**config.mk**
```make
export PLATFORM = sky130hd
export DESIGN_NAME = pc_relative_seq
export DESIGN_NICKNAME = d
export VERILOG_FILES = /design/src/rtl/pc_seq_pkg.sv /design/src/rtl/pc_op_select.sv /design/src/rtl/pc_next_calc.sv /design/src/rtl/pc_state_reg.sv /design/src/rtl/pc_relative_seq.sv
export SDC_FILE = /design/constraint.sdc
export NUM_CORES = 1
export LEC_CHECK = 0
export CELL_PAD_IN_SITES_DETAIL_PLACEMENT = 0
export CELL_PAD_IN_SITES_GLOBAL_PLACEMENT = 2
export CORE_MARGIN = 10
export CORE_UTILIZATION = 28
export CTS_BUF_LIST = sky130_fd_sc_hd__clkbuf_4
export DETAILED_ROUTE_END_ITERATION = 10
export GPL_ROUTABILITY_DRIVEN = 0
export PLACE_DENSITY = 0.9
export SKIP_CTS_REPAIR_TIMING = 1
export SLEW_MARGIN = 20
export SYNTH_ARGS = -nofsm -noshare
export SYNTH_HDL_FRONTEND = slang
export SYNTH_SLANG_ARGS = --single-unit
```
**constraint.sdc**
```tcl
create_clock -name clk -period 3.69 [get_ports clk]
set_input_delay 0.738 -clock clk [delete_from_list [all_inputs] [get_ports clk]]
set_output_delay 0.738 -clock clk [all_outputs]
set_load 0.01 [all_outputs]
```
**src/rtl/pc_seq_pkg.sv**
```systemverilog
package pc_seq_pkg;
  typedef enum logic [1:0] {
    OP_HOLD = 2'd0,
    OP_STEP = 2'd1,
    OP_FWD  = 2'd2,
    OP_BACK = 2'd3
  } pc_op_e;
endpackage

```
**src/rtl/pc_op_select.sv**
```systemverilog
module pc_op_select
  import pc_seq_pkg::*;
(
  input  logic   step_en,
  input  logic   fwd_en,
  input  logic   back_en,
  output pc_op_e op
);
  // Fixed priority: step, then forward, then backward
  always_comb begin
    if (step_en)      op = OP_STEP;
    else if (fwd_en)  op = OP_FWD;
    else if (back_en) op = OP_BACK;
    else              op = OP_HOLD;
  end
endmodule

```
**src/rtl/pc_next_calc.sv**
```systemverilog
module pc_next_calc
  import pc_seq_pkg::*;
#(
  parameter int  W          = 16,
  parameter bit  SHARED_ADD = 1'b1
) (
  input  logic [W-1:0] cur,
  input  logic [W-1:0] disp,
  input  pc_op_e       op,
  output logic [W-1:0] nxt
);
  localparam logic [W-1:0] ONE  = W'(1);
  localparam logic [W-1:0] ZERO = '0;

  generate
    if (SHARED_ADD) begin : g_shared
      // One adder: operand mux plus carry-in forms step, add and subtract
      logic [W-1:0] opnd;
      logic [W-1:0] cin;
      always_comb begin
        unique case (op)
          OP_STEP: begin opnd = ONE;   cin = ZERO; end
          OP_FWD:  begin opnd = disp;  cin = ZERO; end
          OP_BACK: begin opnd = ~disp; cin = ONE;  end
          default: begin opnd = ZERO;  cin = ZERO; end
        endcase
      end
      assign nxt = cur + opnd + cin;
    end else begin : g_split
      // Three parallel datapaths, result chosen after the arithmetic
      logic [W-1:0] inc_v, add_v, sub_v;
      assign inc_v = cur + ONE;
      assign add_v = cur + disp;
      assign sub_v = cur - disp;
      always_comb begin
        unique case (op)
          OP_STEP: nxt = inc_v;
          OP_FWD:  nxt = add_v;
          OP_BACK: nxt = sub_v;
          default: nxt = cur;
        endcase
      end
    end
  endgenerate
endmodule

```
**src/rtl/pc_state_reg.sv**
```systemverilog
module pc_state_reg #(
  parameter int W = 16
) (
  input  logic         clk,
  input  logic         rst,
  input  logic [W-1:0] d,
  output logic [W-1:0] q
);
  always_ff @(posedge clk) begin
    if (rst) q <= '0;
    else     q <= d;
  end

  AST_RESET_ZERO: assert property (@(posedge clk) rst |=> (q == '0));
endmodule

```
**src/rtl/pc_relative_seq.sv**
```systemverilog
module pc_relative_seq
  import pc_seq_pkg::*;
#(
  parameter int W          = 16,
  parameter bit SHARED_ADD = 1'b1
) (
  input  logic         clk,
  input  logic         rst,
  input  logic         step_en,
  input  logic         fwd_en,
  input  logic         back_en,
  input  logic [W-1:0] disp,
  output logic [W-1:0] pc_q
);
  pc_op_e       op;
  logic [W-1:0] pc_next;

  pc_op_select u_sel (
    .step_en (step_en),
    .fwd_en  (fwd_en),
    .back_en (back_en),
    .op      (op)
  );

  pc_next_calc #(.W(W), .SHARED_ADD(SHARED_ADD)) u_calc (
    .cur  (pc_q),
    .disp (disp),
    .op   (op),
    .nxt  (pc_next)
  );

  pc_state_reg #(.W(W)) u_reg (
    .clk (clk),
    .rst (rst),
    .d   (pc_next),
    .q   (pc_q)
  );

  AST_STEP_ONE: assert property (@(posedge clk) disable iff (rst)
    step_en |=> (pc_q == W'($past(pc_q) + W'(1))));
  AST_FWD_JUMP: assert property (@(posedge clk) disable iff (rst)
    (fwd_en && !step_en) |=> (pc_q == W'($past(pc_q) + $past(disp))));
  AST_BACK_JUMP: assert property (@(posedge clk) disable iff (rst)
    (back_en && !fwd_en && !step_en) |=> (pc_q == W'($past(pc_q) - $past(disp))));
  AST_IDLE_HOLD: assert property (@(posedge clk) disable iff (rst)
    (!step_en && !fwd_en && !back_en) |=> $stable(pc_q));
endmodule

```
==> flow_metrics.tcl <==
set metrics [dict create \
    yosys_warnings 0 \
    switching_power_mw 0.224 \
    viasPerCell 4.96 \
    synth_cell_type_count 41 \
    slowest_stage "clkdlybuf4s50_1" \
    top_regs "u_reg.q (16)" \
    routed_wl_mm 3.85 \
    ys_seq_elements 16 \
    largest_reg_flops 16 \
    die_w_um 89.2 \
    synth-seq-area-share 0.239 \
    drcViolationCount 0 \
    path_class "input pin to register" \
    setup_viol 0 \
    drive_above_1_share 0.0810 \
    reg2regPathDepth 8 \
    min_from "u_reg.q[15]" \
    p_int_mw 0.394 \
    max-cap-violations 0 \
    htreeDepth 1 \
    hold_violations 0 \
    endpoint_kind "register" \
    core_area_sq_um 4690 \
    crit_cells 10 \
    worstPathArrival_ns 3.60 \
    design_area_sq_um 1850 \
    p_clk_frac 0.174 \
    status "finished, final reports clean" \
    dp_hpwl_mm 3.11 \
    netlist_area_sq_um 1340 \
    max_freq_mhz 295 \
    cts.sinks 16 \
    clockBufferDepth 2 \
    synth.net_count 203 \
    critical_path.top_delay_family "compound AO/OA/AOI/OAI gates" \
    p_leak_nw 0.775 \
    ios 37 \
    grt_usage 0.0995 \
    rows 25 \
    finish.net_count 248 \
    cpPeakStageDelay_ns 0.46 \
    route.vias.total 1309 \
    rsz0062_at_grt "false" \
    path_buf_inv 2 \
    reg2reg_from "u_reg.q[0]" \
    first_pass_iters 4 \
    slew_violations 0 \
    crit_required_ns 3.90 \
    reg2reg_slack_ns 1.30 \
    setup_tns_ns 0 \
    grt_pass1_vias 1338 \
    synth-edff-count 0 \
    diodes 0 \
    power_frac_seq 0.352 \
    post_dp_cell_area_sq_um 1820 \
    crit_path_cell_trace "clkdlybuf4s50_1 > or3b_1 > buf_4 > o21ai_1 > ha_1 > a21o_1 > a31o_1 > a311o_1 > a31oi_1 > mux2_1" \
    crit_path_start "fwd_en" \
    skew_ns 0.00866 \
    initial_utilization 0.286 \
    switching_share 0.362 \
    top_register "u_reg.q" \
    grt_max_degree 21 \
    power_density_nw_per_um2 334 \
    portBuffers 36 \
    hp-class "register to register" \
    syn_inst 166 \
    async_flop_share 0 \
    overflow 0 \
    r2r-end "u_reg.q[12]" \
    setup.worst_path.end "u_reg.q[14]" \
    synth.avg_cell_area_sq_um 8.09 \
    synthFlopType "dfxtp_1" \
    grt_pass1_wl_mm 6.22 \
    vdd_drop_max_uv 247 \
    antenna_found_initial 0 \
    syn_to_final_growth_pct 37.7 \
    clk_pin_slew_worst_paths_ns 0.12 \
    cts-root-buf "clkbuf_4" \
    cts_tree "yes" \
    post-route-period-util 0.919 \
    die_h_um 89.2 \
    clk_latency_ns 0.31 \
    numCtsBuffers 3 \
    avgRoutedWirePerCell_um 14.6 \
    cp-start-kind "input pin" \
    holdPathStages 3 \
    tightestPinTransition_ns 0.750 \
    slew_headroom 0.498 \
    drt_iter0_drc 52 \
    critPathMaxFanout 5 \
    drtAntennaViolNets 0 \
    period_minus_slack_ns 3.39 \
    combPwrFrac 0.475 \
    die_area_sq_um 7960 \
]
metrics by stage:
| step | util | power [mW] | hold WS [ns] | instances | worst slack [ns] |
|---|---|---|---|---|---|
| 3_5_place_dp | 0.389 | 0.515 | 0.624 | 260 | -0.0483 |
| 6_report | 0.394 | 0.618 | 0.640 | 264 | 0.299 |
| 5_1_grt | 0.394 | 0.665 | 0.689 | 264 | 0.156 |
| 2_1_floorplan | - | 0.386 | 0.647 | 166 | 0.513 |
| 4_1_cts | 0.394 | 0.626 | 0.642 | 264 | 0.286 |
| 3_3_place_gp | 0.389 | 0.514 | 0.614 | 260 | -0.0332 |
layout by cell type, fill, tap and decap left out, types with 5 or more instances in the layout:
cell type and count:
ha_1 14, inv_1 6, o21ai_1 9, nor2_1 11, nor3_1 5, nor2b_1 9
nand2_1 19, a21oi_1 9, clkdlybuf4s50_1 36, buf_4 10, o21ai_0 8, dfxtp_1 16
worst reg2reg max path, stage by stage (launching register included):
cell and delay (ns):
dfxtp_1 0.35, fa_1 0.49, inv_1 0.10, fa_1 0.18, nor2b_1 0.06, o211ai_1 0.22, a31oi_2 0.19, a311oi_1 0.34
mux2_1 0.35
cell families after synthesis:
group,synth area share
buffers and inverters,0.0485
multiplexers,0.0335
flip-flops,0.239
AND/OR/NAND/NOR,0.209
XOR/XNOR,0.0457
AO/OA/AOI/OAI,0.265
adder cells (fa/ha/maj),0.160
final cells by class:
cell class / instances / area [sq um]
clock buffers: 3 / 22.5
flip-flops and latches: 16 / 320
multi-input cells: 137 / 957
repair buffers: 47 / 455
inverters: 6 / 22.5
clock inverters: 1 / 3.75
fillers: 494 / 2840
well taps: 54 / 67.6
power by group through the flow:
stage	clock [mW]	sequential (mW)	combinational (mW)
2_1_floorplan	0	0.233	0.153
3_3_place_gp	0	0.222	0.292
3_5_place_dp	0	0.222	0.294
4_1_cts	0.112	0.218	0.296
5_1_grt	0.118	0.222	0.324
6_report	0.107	0.218	0.293
how the worst min path moves through the flow:
stage	to	slack, ns
global placement	u_reg.q[15]	0.61
finish	u_reg.q[15]	0.64
global route	u_reg.q[15]	0.69
detailed placement	u_reg.q[15]	0.62
floorplan	u_reg.q[15]	0.65
CTS	u_reg.q[15]	0.64
layer usage:
layer / up-vias / GRT usage / wire (um) / share of wire
met5: - / 0 / 0 / 0
met4: 0 / 0.0188 / 38 / 0.0099
met3: 4 / 0.0465 / 330 / 0.086
met2: 30 / 0.171 / 1760 / 0.46
met1: 578 / 0.110 / 1720 / 0.45
li1: 697 / - / - / -
synthesized netlist by cell type (all sizes together), types with 4 or more instances:
library cell  count  share of area
a21o              4          0.022
a21oi             9          0.034
buf               4          0.023
dfxtp            16           0.24
ha               14           0.13
inv               6          0.017
mux2              4          0.034
nand2            19          0.053
nand3             4          0.015
nor2             11          0.031
nor2b             9          0.042
nor3              5          0.019
o211ai            4          0.022
o21ai            17          0.063
xor2              4          0.026
Power figures use the tool's default switching activity.
